[src/rtl/rstc_pkg.sv]
package rstc_pkg;

   localparam int CAUSE_W   = 4;
   localparam int CAUSE_POR = 0;
   localparam int CAUSE_PIN = 1;
   localparam int CAUSE_CODE = 2;
   localparam int CAUSE_WDOG = 3;

   typedef logic [CAUSE_W-1:0] cause_t;

   localparam logic [7:0]  SCALL_OPC  = 8'hC1;
   localparam int          RST_VECTOR = 8;

endpackage

[src/rtl/rstc_sync.sv]
module rstc_sync #(
   parameter int            W       = 1,
   parameter logic [W-1:0]  RST_VAL = '0
) (
   input  logic         clk,
   input  logic         arst_n,
   input  logic [W-1:0] d,
   output logic [W-1:0] q
);

   logic [W-1:0] stage0;
   logic [W-1:0] stage1;

   always_ff @(posedge clk or negedge arst_n) begin
      if (!arst_n) begin
         stage0 <= RST_VAL;
         stage1 <= RST_VAL;
      end else begin
         stage0 <= d;
         stage1 <= stage0;
      end
   end

   assign q = stage1;

endmodule

[src/rtl/rstc_pin_filter.sv]
module rstc_pin_filter #(
   parameter int MIN_CYC = 2
) (
   input  logic clk,
   input  logic arst_n,
   input  logic pin_low,
   output logic req
);

   generate
      if (MIN_CYC <= 1) begin : g_direct
         logic unused_clk;
         assign unused_clk = clk ^ arst_n;
         assign req = pin_low;
      end else begin : g_count
         localparam int CW = $clog2(MIN_CYC);
         localparam logic [CW-1:0] LAST = CW'(MIN_CYC - 1);
         logic [CW-1:0] run;

         always_ff @(posedge clk or negedge arst_n) begin
            if (!arst_n)
               run <= '0;
            else if (!pin_low)
               run <= '0;
            else if (run != LAST)
               run <= run + 1'b1;
         end

         assign req = pin_low && (run == LAST);
      end
   endgenerate

endmodule

[src/rtl/rstc_watchdog.sv]
module rstc_watchdog #(
   parameter bit EN = 1'b1,
   parameter int W  = 12
) (
   input  logic clk,
   input  logic arst_n,
   input  logic hold,
   input  logic rd_clr,
   output logic ovf
);

   generate
      if (EN) begin : g_on
         logic [W-1:0] cnt;
         logic         ovf_q;

         always_ff @(posedge clk or negedge arst_n) begin
            if (!arst_n) begin
               cnt   <= '0;
               ovf_q <= 1'b0;
            end else if (hold || rd_clr) begin
               cnt   <= '0;
               ovf_q <= 1'b0;
            end else begin
               cnt   <= cnt + 1'b1;
               ovf_q <= &cnt;
            end
         end

         assign ovf = ovf_q;
      end else begin : g_off
         logic unused_in;
         assign unused_in = clk ^ arst_n ^ hold ^ rd_clr;
         assign ovf = 1'b0;
      end
   endgenerate

endmodule

[src/rtl/cpu_reset_ctrl.sv]
module cpu_reset_ctrl
   import rstc_pkg::*;
#(
   parameter int                 PORT_W      = 4,
   parameter logic [PORT_W-1:0]  RST_CODE    = '0,
   parameter int                 PIN_MIN_CYC = 2,
   parameter int                 HOLD_CYC    = 4,
   parameter bit                 WDOG_EN     = 1'b1,
   parameter int                 WDOG_W      = 12,
   parameter int                 IOCTL_W     = 3,
   parameter logic [IOCTL_W-1:0] IOCTL_RST   = '1,
   parameter int                 ROM_AW      = 12,
   parameter logic [ROM_AW-1:0]  VEC_ADDR    = ROM_AW'(RST_VECTOR),
   parameter logic [7:0]         VEC_OPC     = SCALL_OPC
) (
   input  logic               clk,
   input  logic               por_n,
   input  logic               ext_rst_n,
   input  logic [PORT_W-1:0]  portb_pin,
   input  logic               wd_acc,
   input  logic               wd_wr,
   input  logic [IOCTL_W-1:0] cpu_ioctl,
   input  logic [7:0]         rom_data,
   input  logic               cpu_fetch,
   output logic               cpu_rst,
   output logic               intc_clear,
   output logic [IOCTL_W-1:0] iobus_ctl,
   output logic [7:0]         instr,
   output logic               inj_valid,
   output logic [ROM_AW-1:0]  inj_target,
   output logic [CAUSE_W-1:0] rst_cause
);

   localparam int HOLD_W = $clog2(HOLD_CYC + 1);
   localparam logic [HOLD_W-1:0] HOLD_LOAD = HOLD_W'(HOLD_CYC);

   // elaboration-time parameter checks
   generate
      if (PORT_W < 1) begin : g_bad_port
         $error("PORT_W must be at least 1");
      end
      if (HOLD_CYC < 1) begin : g_bad_hold
         $error("HOLD_CYC must be at least 1");
      end
      if (PIN_MIN_CYC < 1) begin : g_bad_pin
         $error("PIN_MIN_CYC must be at least 1");
      end
      if (WDOG_W < 2) begin : g_bad_wdog
         $error("WDOG_W must be at least 2");
      end
      if (ROM_AW < 4) begin : g_bad_rom
         $error("ROM_AW must be at least 4");
      end
   endgenerate

   // power request: asserted asynchronously, released through two flops
   logic [1:0] por_pipe;
   logic       por_rst;

   always_ff @(posedge clk or negedge por_n) begin
      if (!por_n)
         por_pipe <= 2'b00;
      else
         por_pipe <= {por_pipe[0], 1'b1};
   end

   assign por_rst = ~por_pipe[1];

   // external pin path
   logic ext_sync;
   logic pin_req;

   rstc_sync #(.W(1), .RST_VAL(1'b1)) u_ext_sync (
      .clk    (clk),
      .arst_n (por_n),
      .d      (ext_rst_n),
      .q      (ext_sync)
   );

   rstc_pin_filter #(.MIN_CYC(PIN_MIN_CYC)) u_pin_filt (
      .clk     (clk),
      .arst_n  (por_n),
      .pin_low (~ext_sync),
      .req     (pin_req)
   );

   // port pattern path
   logic [PORT_W-1:0] portb_sync;
   logic              code_req;

   rstc_sync #(.W(PORT_W), .RST_VAL(~RST_CODE)) u_portb_sync (
      .clk    (clk),
      .arst_n (por_n),
      .d      (portb_pin),
      .q      (portb_sync)
   );

   assign code_req = (portb_sync == RST_CODE);

   // watchdog
   logic rst_q;
   logic wd_ovf;

   rstc_watchdog #(.EN(WDOG_EN), .W(WDOG_W)) u_wdog (
      .clk    (clk),
      .arst_n (por_n),
      .hold   (rst_q),
      .rd_clr (wd_acc & ~wd_wr),
      .ovf    (wd_ovf)
   );

   // request merge and stretch
   logic              any_req;
   logic [HOLD_W-1:0] hold_cnt;
   logic [HOLD_W-1:0] hold_nxt;
   logic              rst_nxt;

   assign any_req = por_rst | pin_req | code_req | wd_ovf;

   always_comb begin
      if (any_req) begin
         hold_nxt = HOLD_LOAD;
         rst_nxt  = 1'b1;
      end else if (hold_cnt > HOLD_W'(1)) begin
         hold_nxt = hold_cnt - 1'b1;
         rst_nxt  = 1'b1;
      end else begin
         hold_nxt = '0;
         rst_nxt  = 1'b0;
      end
   end

   always_ff @(posedge clk or negedge por_n) begin
      if (!por_n) begin
         hold_cnt <= HOLD_LOAD;
         rst_q    <= 1'b1;
      end else begin
         hold_cnt <= hold_nxt;
         rst_q    <= rst_nxt;
      end
   end

   // cause register
   cause_t cause_q;
   cause_t cause_new;

   always_comb begin
      cause_new             = '0;
      cause_new[CAUSE_PIN]  = pin_req;
      cause_new[CAUSE_CODE] = code_req;
      cause_new[CAUSE_WDOG] = wd_ovf;
   end

   always_ff @(posedge clk or negedge por_n) begin
      if (!por_n)
         cause_q <= cause_t'(1) << CAUSE_POR;
      else if (por_rst)
         cause_q <= cause_t'(1) << CAUSE_POR;
      else if (any_req && !rst_q)
         cause_q <= cause_new;
   end

   // vector injection after release
   logic inj_q;

   always_ff @(posedge clk or negedge por_n) begin
      if (!por_n)
         inj_q <= 1'b0;
      else if (rst_nxt)
         inj_q <= 1'b0;
      else if (rst_q)
         inj_q <= 1'b1;
      else if (cpu_fetch)
         inj_q <= 1'b0;
   end

   assign cpu_rst    = rst_q;
   assign intc_clear = rst_q;
   assign iobus_ctl  = rst_q ? IOCTL_RST : cpu_ioctl;
   assign instr      = inj_q ? VEC_OPC : rom_data;
   assign inj_valid  = inj_q;
   assign inj_target = inj_q ? VEC_ADDR : '0;
   assign rst_cause  = cause_q;

endmodule

[config.mk]
export PLATFORM = sky130hd
export DESIGN_NAME = cpu_reset_ctrl
export DESIGN_NICKNAME = d
export VERILOG_FILES = /design/src/rtl/rstc_pkg.sv /design/src/rtl/rstc_sync.sv /design/src/rtl/rstc_pin_filter.sv /design/src/rtl/rstc_watchdog.sv /design/src/rtl/cpu_reset_ctrl.sv
export SDC_FILE = /design/constraint.sdc
export NUM_CORES = 1
export LEC_CHECK = 0
export ABC_AREA = 1
export BUFFER_PORTS_ARGS = -buffer_cell sky130_fd_sc_hd__buf_2
export CAP_MARGIN = 10
export CORE_UTILIZATION = 35
export DETAILED_ROUTE_END_ITERATION = 8
export SYNTH_ARGS = -nofsm -noshare
export SYNTH_HDL_FRONTEND = slang
export SYNTH_HIERARCHICAL = 1
export SYNTH_SLANG_ARGS = --single-unit
[constraint.sdc]
create_clock -name clk -period 1.6 [get_ports clk]
set_input_delay 0.32 -clock clk [delete_from_list [all_inputs] [get_ports clk]]
set_output_delay 0.32 -clock clk [all_outputs]
set_load 0.01 [all_outputs]
==> out/results.tsv, run 1 <==
stage	metric	value	unit
cells_and_area	share of cells above drive strength 1	0.3710	
logic_synthesis	Synth Area in Compound Gates	0.03843	
floorplan	floorplan die height	69.51	µm
cells_and_area	Finished Core Util	0.4402	
timing	Worst Skew	0.005203	ns
clock_tree	CTS tree	done	
clock_tree	clk slew on worst S/H paths	0.08	ns
logic_synthesis	Cell variety after synth	22	
logic_synthesis	number of synthesized flops with an enable pin	0	
clock_tree	# resized after CTS	0	
logic_synthesis	ys flop type	dfrtp_1	
setup_path	CP endpoint kind	output port	
pwr	Leak Pwr	0.9907	nW
pwr	PD cells	1061	nW/µm²
floorplan	standard-cell rows	24	
cells_and_area	Design Area, Final	1917	µm²
setup_path	reg2reg path depth	7	
logic_synthesis	post-synthesis xor/xnor area fraction	0.005490	
floorplan	Starting Density	0.3664	
clock_tree	cts hold-fix bufs	0	
drt	drt pass-1 iters	4	
placed_design	count of input and output buffers	39	
drt	wire length per cell	8.842	µm
setup_path	reg2reg start	u_wdog/g_on.cnt[0]$_DFF_PN0_	
setup_path	FF-to-FF End	u_wdog/g_on.cnt[10]$_DFF_PN0_	
logic_synthesis	Yosys top cell by area	dfrtp_1	
placed_design	Cell Area, Placed	1799	µm²
setup_path	CP Data Required Time	1.28	ns
logic_synthesis	Synth Instances	177	
timing	# setup viols final	0	
flow_run	max_cap viols	0	
cells_and_area	final antenna diode count	0	
logic_synthesis	mapped cell area	1595	µm²
logic_synthesis	Mapped Avg Cell Area	9.013	µm²
pwr	VDD IR max	0.6665	mV
global_route	vias in the first global route	1069	
drt	post-route ant nets	0	
clock_tree	clock sink count	35	
logic_synthesis	mux cell area share after synthesis	0	
logic_synthesis	Post-Synth Simple-Gate Area	0.2392	
logic_synthesis	register area share after synthesis	0.5592	
logic_synthesis	largest family of logic cells by synthesized area	simple AND/OR/NAND/NOR gates	
setup_path	Crit Path Max Fanout	11	
logic_synthesis	commonest cells in the synthesized netlist	nand2_1, inv_1, dfrtp_1	
logic_synthesis	number of synthesized register bits	35	
timing	unrepaired setup endpoints after global routing	no	
drt	vias	1153	
cells_and_area	Fillers	450	
clock_tree	Root Buffer Master	clkbuf_8	
clock_tree	clock buffer depth	2	
drt	routed wire length	2414	µm
global_route	largest net degree at the start of global routing	36	
setup_path	Arr. time, crit path	1.19	ns
setup_path	Crit Path Category	register to output port	
clock_tree	CTS buffer count	5	
logic_synthesis	largest cells by area after synthesis	dfrtp_1, dfstp_2, nand2_1, inv_1, buf_4	
timing	Tmin final	1.513	ns
drt	drt first-iter violations	17	
logic_synthesis	Syn. warnings	6	
floorplan	Placeable Area	4354	µm²
logic_synthesis	Yosys top cell area share	0.3451	
global_route	total gr overflow	0	
global_route	antenna violations before repair	0	
floorplan	DIE AREA	4832	µm²
clock_tree	CTS H-tree lvls	2	
setup_path	Worst Setup SP	inj_valid$_DFFE_PN0P_	
placed_design	GPL Wtd Cong	0.7318	
drt	Vias/cell	4.223	
logic_synthesis	most common cell in the netlist	nand2_1	
clock_tree	Setup Buffers After CTS	0	
global_route	first-pass GRT wire length	4505	µm
timing	max-slew violation count	0	
setup_path	Critical Path Source Type	register	
global_route	global-route usage over all layers	0.1196	
timing	final hold vios	0	
drt	drt drc	0	
timing	Sum Neg Setup Slack	0	ns
logic_synthesis	Post-Synth Adder-Cell Area	0.02353	
logic_synthesis	FFs w/ async S/R, synth	1.000	
outcome	outcome	completed	
cells_and_area	Post-layout nets	244	
clock_tree	worst skew pair latency	0.29	ns
timing	Max Freq	661.0	MHz
setup_path	R2R Setup Slk	0.39	ns
floorplan	IO Count	51	
cells_and_area	area grow syn2layout	20.16	%
worst_hold_path	Hold WC Path Type	input pin to async pin	
timing	final period utilization	0.9456	
placed_design	post-detail-place hpwl	1758	µm
floorplan	die width	69.51	µm
## cell families (layout without fill, tap and decap cells)
group / Yosys count / count (layout)
flops: 35 / 35
other cells: 2 / 12
simple gates: 82 / 82
fa+ha+maj: 3 / 3
buf+inv: 42 / 76
compound gates: 12 / 12
xor+xnor: 1 / 1
## power breakdown
part	switching, W	internal [W]
sequential	0.0000325	0.000948
combinational	0.000142	0.000100
clock	0.000338	0.000472
total	0.000513	0.00152
## cell type report
type	count	area, µm²	share of cell area
clock buffer	5	68.82	0.03590
clock inverter	3	47.55	0.02480
inverter	28	105.1	0.05483
multi-input combinational	110	534.3	0.2787
sequential	35	893.4	0.4661
tap	52	65.06	0.03394
timing repair buffer	40	202.7	0.1057
## metrics by stage
stage | power, W | instances | hold WS [ns] | setup slack [ns]
2_1_floorplan | 0.001170 | 187 | 0.02441 | 0.3698
3_3_place_gp | 0.001240 | 265 | 0.3340 | 0.3731
3_5_place_dp | 0.001242 | 265 | 0.3387 | 0.3479
4_1_cts | 0.002068 | 273 | 0.05690 | 0.04409
5_1_grt | 0.002146 | 273 | 0.09215 | 0.02962
6_report | 0.002033 | 273 | 0.04295 | 0.08707
## registers in the layout (all words and copies together), names as in the netlist
register                flops
hold_cnt                    3
rst_cause                   4
u_ext_sync/q                1
por_pipe                    2
u_pin_filt/g_count.run      1
u_portb_sync/q              4
u_wdog/g_on.cnt            12
cpu_rst                     1
u_ext_sync/stage0           1
u_portb_sync/stage0         4
inj_valid                   1
u_wdog/ovf                  1
## worst max-delay path by stage
stage / to / cells past startpoint
floorplan: instr[0] / 2
global placement: instr[0] / 2
detailed placement: u_wdog/ovf$_DFF_PN0_ / 6
finish: instr[6] / 2
CTS: instr[6] / 2
global route: instr[7] / 2
## routing by layer
metal,up-vias,global-route usage,part of all wire
met5,-,0,0
met4,0,0.06122,0.021
met3,6,0.04797,0.087
met2,46,0.1834,0.44
met1,508,0.1449,0.45
li1,593,-,-
## cells in the final DEF, fill, tap and decap left out, types with 2 or more instances in the layout
cell      netlist  routed
nor3_1          3       3
nor2_4          2       2
or2_2           6       6
ha_1            3       3
conb_1          2      12
dfrtp_1        22      21
nor2_2          5       5
nand2_2         6       6
nor2_1         21      21
nand3_1         8       8
inv_1          27      27
buf_2           0      39
o21ai_0         5       5
clkbuf_8        0       5
a21oi_1         4       4
nand2_1        30      30
dfstp_2        13      13
o21ai_1         2       2
## worst max-delay path: stages, from the launching register on
cell	delay (ns)
dfrtp_2	0.46
or2_2	0.30
buf_2	0.14
Power figures use the tool's default switching activity.
==> run 2, diff against run 1 <==
--- a/config.mk
+++ b/config.mk
@@ -8,8 +8,12 @@
 export ABC_AREA = 1
 export BUFFER_PORTS_ARGS = -buffer_cell sky130_fd_sc_hd__buf_2
 export CAP_MARGIN = 10
+export CELL_PAD_IN_SITES_DETAIL_PLACEMENT = 1
+export CELL_PAD_IN_SITES_GLOBAL_PLACEMENT = 1
 export CORE_UTILIZATION = 35
+export CTS_CLUSTER_DIAMETER = 80
 export DETAILED_ROUTE_END_ITERATION = 8
+export PLACE_DENSITY_LB_ADDON = 0.1
 export SYNTH_ARGS = -nofsm -noshare
 export SYNTH_HDL_FRONTEND = slang
 export SYNTH_HIERARCHICAL = 1
==> constraint.sdc (replaced) <==
create_clock -name clk -period 1.6 [get_ports clk]
set_input_delay 0.08 -clock clk [delete_from_list [all_inputs] [get_ports clk]]
set_output_delay 0.08 -clock clk [all_outputs]
set_load 0.01 [all_outputs]
==> run 2 against run 1 <==
  * Critical path depth unchanged
  * Clock skew about the same
  * Flip-flop and latch count unchanged
  * Setup slack better by 0.20 ns
  * Routed wire length up 33%
  * Maximum frequency up 15%
  * Final cell count up 2.2%
  * Sequential power about the same
  * Sequential share of layout area down 0.87 points
  * Power down 6.5%
  * Register-to-register slack worse by 0.05 ns
  * Clock-buffer cell count unchanged
  * Critical endpoint is now instr[0]
==> out/results.tsv, run 2 (synthesized netlist as in run 1, its figures left out) <==
stage	metric	value	unit
clock_tree	# resized after CTS	0	
pwr	Leak Pwr	1.004	nW
clock_tree	worst skew pair latency	0.29	ns
setup_path	Crit Path Category	register to output port	
clock_tree	CTS H-tree lvls	2	
clock_tree	CTS tree	done	
setup_path	Crit path max-delay family	flip-flops	
clock_tree	clk slew on worst S/H paths	0.08	ns
drt	drt drc	0	
timing	Max Freq	760.6	MHz
global_route	GR Layer Usage met1	0.1679	
floorplan	DIE AREA	4832	µm²
outcome	outcome	completed	
clock_tree	clock buffer depth	2	
global_route	antenna violations before repair	0	
global_route	total gr overflow	0	
global_route	met3 usage	0.05814	
drt	Vias/cell	4.427	
placed_design	DP Worst Slack	0.3492	ns
worst_hold_path	Hold WC Path Type	input pin to register	
floorplan	Starting Density	0.3664	
timing	max-slew violation count	0	
drt	post-route ant nets	0	
cells_and_area	share of cells above drive strength 1	0.3568	
timing	Tmin final	1.315	ns
placed_design	count of input and output buffers	39	
drt	drt first-iter violations	17	
timing	Sum Neg Setup Slack	0	ns
placed_design	GPL Wtd Cong	0.7355	
flow_run	max_cap viols	0	
timing	final hold vios	0	
setup_path	Critical Path Source Type	register	
pwr	PD cells	974.0	nW/µm²
cells_and_area	largest reg by FF count	u_wdog/g_on.cnt	
timing	Hold Slack	0.1202	ns
global_route	global-route usage over all layers	0.1525	
global_route	met2 Use GR	0.2632	
drt	drt pass-1 iters	3	
timing	# setup viols final	0	
floorplan	Placeable Area	4354	µm²
timing	Worst Skew	0.005571	ns
global_route	vias in the first global route	1302	
timing	Slew HR	0.4889	
cells_and_area	commonest cells after routing, fill and taps aside	buf_2, nand2_1, inv_1	
worst_hold_path	worst hold path endpoint	inj_valid$_DFFE_PN0P_	
setup_path	CP Data Required Time	1.52	ns
setup_path	Slowest-stage cell, CP	dfrtp_1	
setup_path	FF-to-FF End	rst_cause[3]$_DFFE_PN0P_	
cells_and_area	commonest non-fill, non-tap cell in the layout	buf_2	
global_route	first-pass GRT wire length	5720	µm
setup_path	reg2reg path depth	10	
timing	final worst slack	0.2852	ns
clock_tree	CTS buffer count	5	
global_route	largest net degree at the start of global routing	36	
setup_path	critical path cell sequence	or2_2 -> buf_2	
setup_path	reg2reg start	u_ext_sync/q$_DFF_PN1_	
timing	Worst-Margin Slew	0.7666	ns
setup_path	Crit Path Max Fanout	11	
cells_and_area	final antenna diode count	0	
floorplan	die width	69.51	µm
worst_hold_path	hold path startpoint	cpu_fetch	
placed_design	post-detail-place hpwl	2440	µm
cells_and_area	Post-layout nets	250	
cells_and_area	area grow syn2layout	22.27	%
clock_tree	Setup Buffers After CTS	0	
floorplan	IO Count	51	
cells_and_area	max reg flops	12	
setup_path	Arr. time, crit path	1.23	ns
setup_path	CP endpoint kind	output port	
setup_path	CP peak stage delay	0.48	ns
drt	vias	1235	
floorplan	floorplan die height	69.51	µm
timing	unrepaired setup endpoints after global routing	no	
clock_tree	cts hold-fix bufs	6	
clock_tree	clock sink count	35	
drt	wire length per cell	11.53	µm
worst_hold_path	hold depth	4	
global_route	Most Crowded Layer GR	met2	
clock_tree	Root Buffer Master	clkbuf_8	
pwr	VDD IR max	0.6161	mV
timing	final period utilization	0.8217	
drt	routed wire length	3216	µm
floorplan	standard-cell rows	24	
setup_path	R2R Setup Slk	0.34	ns
cells_and_area	Finished Core Util	0.4480	
setup_path	CP Buf/Inv Count	1	
==> run 2: cell type report <==
| cell class | instances | area, µm² |
|---|---|---|
| inverter | 28 | 105.1 |
| tap | 52 | 65.06 |
| clock inverter | 3 | 22.52 |
| timing repair buffer | 46 | 262.8 |
| sequential | 35 | 892.1 |
| multi-input combinational | 110 | 534.3 |
| fill | 546 | 2404 |
| clock buffer | 5 | 68.82 |
==> run 2: through the flow <==
| step | power, W | instances | instance area [µm²] |
|---|---|---|---|
| floorplan | 0.001170 | 187 | 1633 |
| global placement | 0.001243 | 265 | 1799 |
| detailed placement | 0.001260 | 265 | 1799 |
| CTS | 0.001938 | 279 | 1951 |
| global route | 0.002011 | 279 | 1951 |
| finish | 0.001900 | 279 | 1951 |
==> run 2: per-layer routing <==
| metal | up-vias | wire, µm |
|---|---|---|
| met4 | 0 | 61 |
| met5 | - | 0 |
| met1 | 581 | 1306 |
| met3 | 6 | 242 |
| li1 | 603 | - |
| met2 | 45 | 1605 |
==> run 2: worst max path at each step <==
stage,start,end,slack [ns],cells after the start
after floorplan,u_wdog/g_on.cnt[0]$_DFF_PN0_,u_wdog/g_on.cnt[10]$_DFF_PN0_,0.49,7
after global placement,u_ext_sync/q$_DFF_PN1_,inj_valid$_DFFE_PN0P_,0.42,10
after detailed placement,u_ext_sync/q$_DFF_PN1_,rst_cause[2]$_DFFE_PN0P_,0.35,10
after CTS,inj_valid$_DFFE_PN0P_,instr[7],0.26,2
after global routing,inj_valid$_DFFE_PN0P_,instr[6],0.20,2
final,inj_valid$_DFFE_PN0P_,instr[0],0.29,2
==> run 2: power by group <==
part / switching, W / internal, W / total, W
Combinational: 0.000156 / 0.000112 / 0.000268
Sequential: 0.0000333 / 0.000948 / 0.000981
Clock: 0.000339 / 0.000312 / 0.000651
==> run 2: worst reg2reg max path, stage by stage (launching register included) <==
cell and delay [ns]:
dfstp_2 0.52, inv_1 0.04, nand2_1 0.05, inv_1 0.05, inv_1 0.04, nand2_1 0.06
nor2_2 0.12, nand2_2 0.10, nand2_2 0.10, nand2_1 0.06, nand2_1 0.05
